--- src/rtl/adc_fm_pkg.sv ---
package adc_fm_pkg;
  localparam int FRAME_LEN = 16;
  localparam int CTRL_LEN  = 12;
  localparam int PAD_LEN   = FRAME_LEN - CTRL_LEN;
  // Half-period steps in a frame: lead-in, 32 clock halves, hold-off
  localparam int LAST_STEP = 2 * FRAME_LEN;

  typedef enum logic [1:0] {
    ST_IDLE  = 2'd0,
    ST_FRAME = 2'd1,
    ST_QUIET = 2'd2
  } fm_state_e;
endpackage

--- src/rtl/adc_fm_timer.sv ---
module adc_fm_timer #(
  parameter int CLK_DIV = 4
) (
  input  logic clk,
  input  logic rst_n,
  input  logic run_i,
  output logic tick_o
);
  localparam int HALF = CLK_DIV / 2;
  localparam int CW   = (HALF > 1) ? $clog2(HALF) : 1;

  logic [CW-1:0] cnt_q, cnt_d;

  assign tick_o = run_i && (cnt_q == CW'(HALF - 1));

  always_comb begin
    if (!run_i || tick_o) cnt_d = '0;
    else                  cnt_d = cnt_q + 1'b1;
  end

  always_ff @(posedge clk or negedge rst_n) begin
    if (!rst_n) cnt_q <= '0;
    else        cnt_q <= cnt_d;
  end
endmodule

--- src/rtl/adc_fm_seq.sv ---
module adc_fm_seq
  import adc_fm_pkg::*;
(
  input  logic clk,
  input  logic rst_n,
  input  logic start_i,
  input  logic tick_i,
  output logic run_o,
  output logic busy_o,
  output logic csn_o,
  output logic sclk_o,
  output logic load_o,
  output logic fall_o,
  output logic rise_o,
  output logic finish_o
);
  fm_state_e   state_q, state_d;
  logic [5:0]  step_q, step_d;
  logic        csn_q, csn_d, sclk_q, sclk_d;

  assign run_o    = (state_q != ST_IDLE);
  assign busy_o   = run_o;
  assign csn_o    = csn_q;
  assign sclk_o   = sclk_q;
  assign load_o   = (state_q == ST_IDLE) && start_i;
  assign fall_o   = tick_i && (state_q == ST_FRAME) && !step_q[0] && (step_q != 6'(LAST_STEP));
  assign rise_o   = tick_i && (state_q == ST_FRAME) && step_q[0];
  assign finish_o = tick_i && (state_q == ST_FRAME) && (step_q == 6'(LAST_STEP));

  always_comb begin
    state_d = state_q;
    step_d  = step_q;
    case (state_q)
      ST_IDLE: begin
        if (start_i) begin
          state_d = ST_FRAME;
          step_d  = '0;
        end
      end
      ST_FRAME: begin
        if (tick_i) begin
          if (step_q == 6'(LAST_STEP)) begin
            state_d = ST_QUIET;
            step_d  = '0;
          end else begin
            step_d  = step_q + 1'b1;
          end
        end
      end
      ST_QUIET: begin
        if (tick_i) begin
          if (step_q[0]) begin
            state_d = ST_IDLE;
            step_d  = '0;
          end else begin
            step_d  = step_q + 1'b1;
          end
        end
      end
      default: begin
        state_d = ST_IDLE;
        step_d  = '0;
      end
    endcase
    csn_d  = (state_d != ST_FRAME);
    sclk_d = !((state_d == ST_FRAME) && step_d[0]);
  end

  always_ff @(posedge clk or negedge rst_n) begin
    if (!rst_n) begin
      state_q <= ST_IDLE;
      step_q  <= '0;
      csn_q   <= 1'b1;
      sclk_q  <= 1'b1;
    end else begin
      state_q <= state_d;
      step_q  <= step_d;
      csn_q   <= csn_d;
      sclk_q  <= sclk_d;
    end
  end
endmodule

--- src/rtl/adc_fm_shift.sv ---
module adc_fm_shift
  import adc_fm_pkg::*;
(
  input  logic                 clk,
  input  logic                 rst_n,
  input  logic                 load_i,
  input  logic                 fall_i,
  input  logic                 rise_i,
  input  logic [CTRL_LEN-1:0]  ctrl_i,
  input  logic                 miso_i,
  output logic                 mosi_o,
  output logic [FRAME_LEN-1:0] rx_o
);
  logic [FRAME_LEN-1:0] tx_q, tx_d, rx_q, rx_d;

  assign mosi_o = tx_q[FRAME_LEN-1];
  assign rx_o   = rx_q;

  always_comb begin
    tx_d = tx_q;
    rx_d = rx_q;
    if (load_i)      tx_d = {ctrl_i, {PAD_LEN{1'b0}}};
    else if (rise_i) tx_d = {tx_q[FRAME_LEN-2:0], 1'b0};
    if (fall_i)      rx_d = {rx_q[FRAME_LEN-2:0], miso_i};
  end

  always_ff @(posedge clk or negedge rst_n) begin
    if (!rst_n) begin
      tx_q <= '0;
      rx_q <= '0;
    end else begin
      tx_q <= tx_d;
      rx_q <= rx_d;
    end
  end
endmodule

--- src/rtl/adc_fm_decode.sv ---
module adc_fm_decode
  import adc_fm_pkg::*;
#(
  parameter int RES_BITS = 12
) (
  input  logic                 clk,
  input  logic                 rst_n,
  input  logic                 finish_i,
  input  logic [FRAME_LEN-1:0] rx_i,
  output logic                 done_o,
  output logic [1:0]           chan_o,
  output logic [RES_BITS-1:0]  result_o,
  output logic                 err_o
);
  localparam int TRAIL = CTRL_LEN - RES_BITS;

  logic pad_nz;
  logic lead_nz;

  generate
    if (TRAIL > 0) begin : g_pad
      assign pad_nz = |rx_i[TRAIL-1:0];
    end else begin : g_nopad
      assign pad_nz = 1'b0;
    end
  endgenerate

  assign lead_nz = rx_i[FRAME_LEN-1] | rx_i[FRAME_LEN-2];

  always_ff @(posedge clk or negedge rst_n) begin
    if (!rst_n) begin
      done_o   <= 1'b0;
      chan_o   <= '0;
      result_o <= '0;
      err_o    <= 1'b0;
    end else begin
      done_o <= finish_i;
      if (finish_i) begin
        chan_o   <= rx_i[FRAME_LEN-3:FRAME_LEN-4];
        result_o <= rx_i[CTRL_LEN-1 -: RES_BITS];
        err_o    <= lead_nz | pad_nz;
      end
    end
  end
endmodule

--- src/rtl/adc_frame_master.sv ---
module adc_frame_master
  import adc_fm_pkg::*;
#(
  parameter int CLK_DIV  = 4,
  parameter int RES_BITS = 12
) (
  input  logic                clk,
  input  logic                rst_n,
  input  logic                start_i,
  input  logic [11:0]         ctrl_word_i,
  input  logic                miso_i,
  output logic                csn_o,
  output logic                sclk_o,
  output logic                mosi_o,
  output logic                busy_o,
  output logic                done_o,
  output logic [1:0]          chan_o,
  output logic [RES_BITS-1:0] result_o,
  output logic                frame_err_o
);
  logic [1:0] rst_sync_q;
  logic       srst_n;
  logic       run, tick, load, fall, rise, finish;
  logic [FRAME_LEN-1:0] rx;

  always_ff @(posedge clk or negedge rst_n) begin
    if (!rst_n) rst_sync_q <= 2'b00;
    else        rst_sync_q <= {rst_sync_q[0], 1'b1};
  end
  assign srst_n = rst_sync_q[1];

  adc_fm_timer #(.CLK_DIV(CLK_DIV)) u_timer (
    .clk(clk), .rst_n(srst_n), .run_i(run), .tick_o(tick)
  );

  adc_fm_seq u_seq (
    .clk(clk), .rst_n(srst_n), .start_i(start_i), .tick_i(tick),
    .run_o(run), .busy_o(busy_o), .csn_o(csn_o), .sclk_o(sclk_o),
    .load_o(load), .fall_o(fall), .rise_o(rise), .finish_o(finish)
  );

  adc_fm_shift u_shift (
    .clk(clk), .rst_n(srst_n), .load_i(load), .fall_i(fall), .rise_i(rise),
    .ctrl_i(ctrl_word_i), .miso_i(miso_i), .mosi_o(mosi_o), .rx_o(rx)
  );

  adc_fm_decode #(.RES_BITS(RES_BITS)) u_dec (
    .clk(clk), .rst_n(srst_n), .finish_i(finish), .rx_i(rx),
    .done_o(done_o), .chan_o(chan_o), .result_o(result_o), .err_o(frame_err_o)
  );
endmodule

--- config.mk ---
export PLATFORM = sky130hd
export DESIGN_NAME = adc_frame_master
export DESIGN_NICKNAME = d
export VERILOG_FILES = /design/src/rtl/adc_fm_pkg.sv /design/src/rtl/adc_fm_timer.sv /design/src/rtl/adc_fm_seq.sv /design/src/rtl/adc_fm_shift.sv /design/src/rtl/adc_fm_decode.sv /design/src/rtl/adc_frame_master.sv
export SDC_FILE = /design/constraint.sdc
export NUM_CORES = 1
export LEC_CHECK = 0
export ABC_CLOCK_PERIOD_IN_PS = 2650
export CAP_MARGIN = 25
export CELL_PAD_IN_SITES_DETAIL_PLACEMENT = 1
export CELL_PAD_IN_SITES_GLOBAL_PLACEMENT = 1
export CORE_MARGIN = 3
export CORE_UTILIZATION = 25
export CTS_BUF_LIST = sky130_fd_sc_hd__clkbuf_4
export DETAILED_ROUTE_END_ITERATION = 8
export DONT_BUFFER_PORTS = 1
export GPL_TIMING_DRIVEN = 0
export PLACE_DENSITY = 0.45
export SYNTH_ARGS = -nofsm -noshare
export SYNTH_HDL_FRONTEND = slang
export SYNTH_SLANG_ARGS = --single-unit
--- constraint.sdc ---
create_clock -name clk -period 2.65 [get_ports clk]
set_input_delay 0.3975 -clock clk [delete_from_list [all_inputs] [get_ports clk]]
set_output_delay 0.3975 -clock clk [all_outputs]
set_load 0.005 [all_outputs]
* After elaboration in Yosys (flattened, before gate mapping)
Cells that the tools add are included.
** Storage, ports and cells
- Output and inout port bits :: 20
- Register bits :: 61
- Input bits :: 16
** Cells by class
- $add $sub $neg :: 2
- Reduce and logical (&&, ||, !) cells :: 16
- Equal/unequal tests :: 9
- Multiplexer cells :: 15
- Bitwise gates (word level) :: 1
** Operators with widths (count)
- 16-bit 2-to-1 mux :: 2
- 6-bit 2-to-1 mux :: 5
- 6-bit case mux with 3 select lines :: 1
- 2-bit 2-to-1 mux :: 5
- 1-bit logical AND :: 8
- 6-bit by 1-bit adder with 6-bit output, second input constant :: 1
- 6-bit == test, second input constant :: 1
- 2-bit by 1-bit inequality test with 1-bit output, second input constant :: 3
- 6-bit inequality test, second input constant :: 1
- 2-bit case mux with 3 select lines :: 1
- 2-bit by 1-bit == test with 1-bit output, second input constant :: 2
- 2-bit nonzero test :: 2
- 1-bit logical NOT :: 3
- 3-bit AND reduction :: 1
- 2-bit == test, second input constant :: 1
- 2-bit logical NOT :: 1
- 2-bit inequality test, second input constant :: 1
- 1-bit adder, second input constant :: 1
- 1-bit logical OR :: 1
- 1-bit 2-to-1 mux :: 1
- 1-bit OR :: 1

* Depth between registers and ports, before layout
- Depth in word-level cells :: 7
- Depth in mapped cells :: 8
- Mapped depth without buffers :: 6

* Cells and area by module
From an unflattened synthesis, not the netlist that was laid out.
** Unflattened totals
- Cells, all modules :: 195
- Area, all modules :: 2573.7 um2
** By module, submodules not included
- adc_fm_shift :: cells an instance 85, times used 1, area an instance 1196.1 um2
- adc_fm_seq :: cells an instance 69, times used 1, area an instance 650.6 um2
- adc_fm_decode :: cells an instance 35, times used 1, area an instance 631.9 um2
- adc_frame_master :: cells an instance 3, times used 1, area an instance 53.8 um2
- adc_fm_timer :: cells an instance 3, times used 1, area an instance 41.3 um2

* Worst setup path before layout
Ideal clock, no wire load.
- Path kind :: register -> register
- Start :: reg u_seq.step_q[0]
- End :: reg u_shift.rx_q[0] (netlist: u_shift.rx_o[0])
- Stages on the path, launching flop included :: 9
- Path buffers :: 2
- Library setup time :: 0.125 ns
- Required time :: 2.525 ns
- Slack :: 0.663 ns
- Data arrival time :: 1.862 ns
- Cell sequence :: dfrtp_1 buf_6 inv_1 ha_1 nor3b_4 and2_4 nor3_4 buf_12 mux2_4
** On the way
- Longest elaborated chain between the ends :: 3
- Elaborated cells between the ends (all ways) :: 4
- Classes of those cells :: eq/ne: 1; reduce/logical: 3
** RTL lines
- start, declared :: line adc_fm_seq.sv:18 : logic [5:0] step_q, step_d;
- start signal, assigned :: line adc_fm_seq.sv:77 : step_q <= step_d;
- parallel branches: the longest is 2 deep, another holds 6-bit inequality test
- 1-bit logical AND (*) :: line adc_fm_seq.sv:26 : assign fall_o = tick_i && (state_q == ST_FRAME) && !step_q[0] && (step_q != 6'(LAST_STEP));
- end signal, assigned :: line adc_fm_shift.sv:33 : rx_q <= rx_d;
- end, declared :: line adc_fm_shift.sv:14 : logic [FRAME_LEN-1:0] tx_q, tx_d, rx_q, rx_d;
Every way passes the cells marked *.
A chain may end at the register's enable or synchronous reset.

* Worst setup path after layout
- Start :: reg u_seq.step_q[0]
- End :: reg u_shift.rx_q[8] (netlist: u_shift.rx_o[8])
The elaborated chain is that of the path after synthesis.

==> impl_results.md <==
* Setup crit start: u_seq.step_q[0]
* Yosys top cell area share at 53.55%
* Max-slew violations at 0
* Max Root-Sink Buffers at 2
* H-tree Lvls at 3
* CTS sink count at 57
* Post-Syn Nets at ~220
* Register area share after synthesis at 55.60%
* CTS root buf: clkbuf_4
* Netlist area before placement at between 2000 and 3000 sq um
* Post-layout minimum cycle time at 2.230 ns
* Core area at slightly below 10000 sq um
* DIE WIDTH at between 100 and 150 um
* Crit-path cells: buf_6 -> inv_1 -> ha_1 -> nor3b_4 -> and2_4 -> nor3_4 -> buf_12 -> mux2_4
* RSZ-0062 raised after global routing: no
* Final ANT Viol Nets at 0
* Die Y at 107.4 um
* Ys async rst share at between 90% and 100%
* Synth area leader: dfrtp_1
* Iteration-0 DRC count of the detailed router at 60
* CP max-delay cell: nor3_4
* Commonest non-fill, non-tap cell in the layout: dfrtp_1
* Most area-consuming cells after synthesis: dfrtp_1, mux2_2, mux2_4
* Critical path endpoint category: register
* Gpl congestion at 0.6738
* Syn avg cell area at 12.91 sq um
* Layout net count at 231
* WL final at 5452 um
* Startpoint types: register
* Number of flops mapped to enable cells by yosys at 0
* Top-level I/O count at 36
* Pwr Density at 1138 nW/um^2
* Worst-Margin Slew at about 0.53 ns
* Hold Crit Class: input pin to register
* Crit path max fanout at 10
* Largest net degree at the start of global routing at 37
* Post-synthesis cell count at 199
* Top_reg_cell synth: dfrtp_1
* Dpl hpwl at between 3000 and 4000 um
* Post-synthesis sequential element count at 57
* Worst clock skew at 0.01451 ns
* Worst r2r src: u_seq.step_q[0]
* Crit share post-route at 84.14%
* Ant diodes at 0
* Yosys cell types at 47
* Endpoints failing setup at 0
* Yosys warning count at 0
* Port bufs at 0
* Max Cap Viol at 0
* Share of layout cells above drive strength 1 at 31.34%
* Max frequency at about 450 MHz
* Setup Fix Bufs, Post-CTS at 0
* Maximum vdd drop at between 0.4 and 0.5 mV
* CTS clock-pin slew for the worst setup and hold paths at around 0.1 ns
* Full die area at 11530 sq um
* Initial antenna violation count at 0
* Most frequent cells in the layout: dfrtp_1, mux2_2, nor2_1
* Crit path kind: register to register
* DR vias/cell at 4.394
* DRC at 0
* HP Start: miso_i
* Total GRT Usage at approximately 10%
* Wire per inst at around 16 um
* GRT Residual Overflow at 0
* First-pass GRT wire length at 8997 um
* Via count at 1538
* Rows at 36
* Clk Latency, worst-skew pair at ~0.40 ns
* Slew HR at 64.35%
* CP arrival at 2.51 ns
* Leakage at 1.260 nW
* Pre-antenna DRT Iters at 4
* Status: completed
* CTS tree: built
* Final Hold Fails at 0
* Setup TNS at 0 ns
* Finished Core Util at 29.41%
* Cts bufs inserted at 9
* Vias in the first global route at 1700
* Req. time, crit path at 2.93 ns
* Area growth syn-to-layout at 12.90%
* Max incr delay on CP at 0.42 ns
* Initial Util at 26.05%
[critical path, delay by kind of cell (launching register included)]
kind	cells	cell delay (ns)
adders and majority gates	1	0.20
buffers and inverters	3	0.45
muxes	1	0.30
and+or+nand+nor	3	0.79
DFF	1	0.37
[path summary, 6_finish.rpt]
path,end,slack (ns),cells past startpoint
worst max register to register,u_shift.rx_o[8],0.42,8
worst min register to register,u_shift.tx_q[11],0.23,0
min in group asynchronous,rst_sync_q[1],0.21,1
worst max-delay path,u_shift.rx_o[8],0.42,8
worst min-delay path,u_shift.rx_o[0],0.14,1
max in group asynchronous,u_seq.csn_o,1.79,1
[synthesized netlist by cell type (3+ instances only)]
cell / count
nand2_1: 12
inv_1: 5
o21ai_0: 6
buf_2: 4
mux2i_1: 10
mux2_4: 10
ha_1: 3
a21oi_1: 14
nor2_1: 15
mux2_2: 21
dfrtp_1: 55
[repair_timing]
item / in CTS / in global routing
hold endpoints to repair: 2 / 0
hold buffers: 1 / 0
resized for setup: 0 / 0
[flip-flops by register name, summed over array words and instances (netlist names)]
signal          count
u_shift.rx_o       16
u_dec.result_o     12
u_shift.tx_q       12
u_seq.step_q        6
rst_sync_q          2
u_dec.chan_o        2
u_seq.state_q       2
u_dec.done_o        1
u_dec.err_o         1
u_seq.csn_o         1
u_seq.sclk_o        1
u_timer.cnt_q       1
[per-layer routing]
layer	up-vias	track usage (%)	share of wire [%]
li1	729	-	-
met2	29	15.77	46
met3	12	3.839	5.5
met1	768	13.02	47
met4	0	4.328	2.1
met5	-	0	0
[metrics by stage]
stage	cells	hold slack (ns)	power [mW]	instance area (sq um)	setup slack (ns)
2_1_floorplan	199	0.1019	2.408	2570	0.6633
4_1_cts	350	0.1080	3.370	2902	0.3916
3_5_place_dp	333	0.1020	2.712	2758	0.4090
3_3_place_gp	332	0.1020	2.679	2736	0.06319
5_1_grt	350	0.1042	3.572	2902	0.2934
6_report	350	0.1403	3.302	2902	0.4203
[final cells by class]
cell class / count / area, sq um
inverters: 5 / 18.77
fillers: 1092 / 6963
flip-flops and latches: 57 / 1430
well taps: 133 / 166.4
clock inverters: 6 / 58.81
clock buffers: 10 / 75.07
repair buffers: 2 / 30.03
multi-input cells: 128 / 1049
plain buffers: 9 / 73.82
[cell families after synthesis]
| group | after synthesis | share of synthesized area (%) |
|---|---|---|
| AOI/OAI and AO/OA | 36 | 9.105 |
| xor gates and xnor gates | 1 | 0.3409 |
| adders and majority gates | 3 | 1.461 |
| buffers and inverters | 14 | 3.603 |
| DFF | 57 | 55.60 |
| muxes | 41 | 18.94 |
| other | 1 | 0.1459 |
| and+or+nand+nor | 46 | 10.81 |
[report_power, final]
part	internal, mW	switching, mW
Sequential	1.20	0.263
Clock	0.292	0.345
Combinational	0.638	0.565
Total	2.13	1.17
No activity file was read; power rests on OpenSTA's default activity.
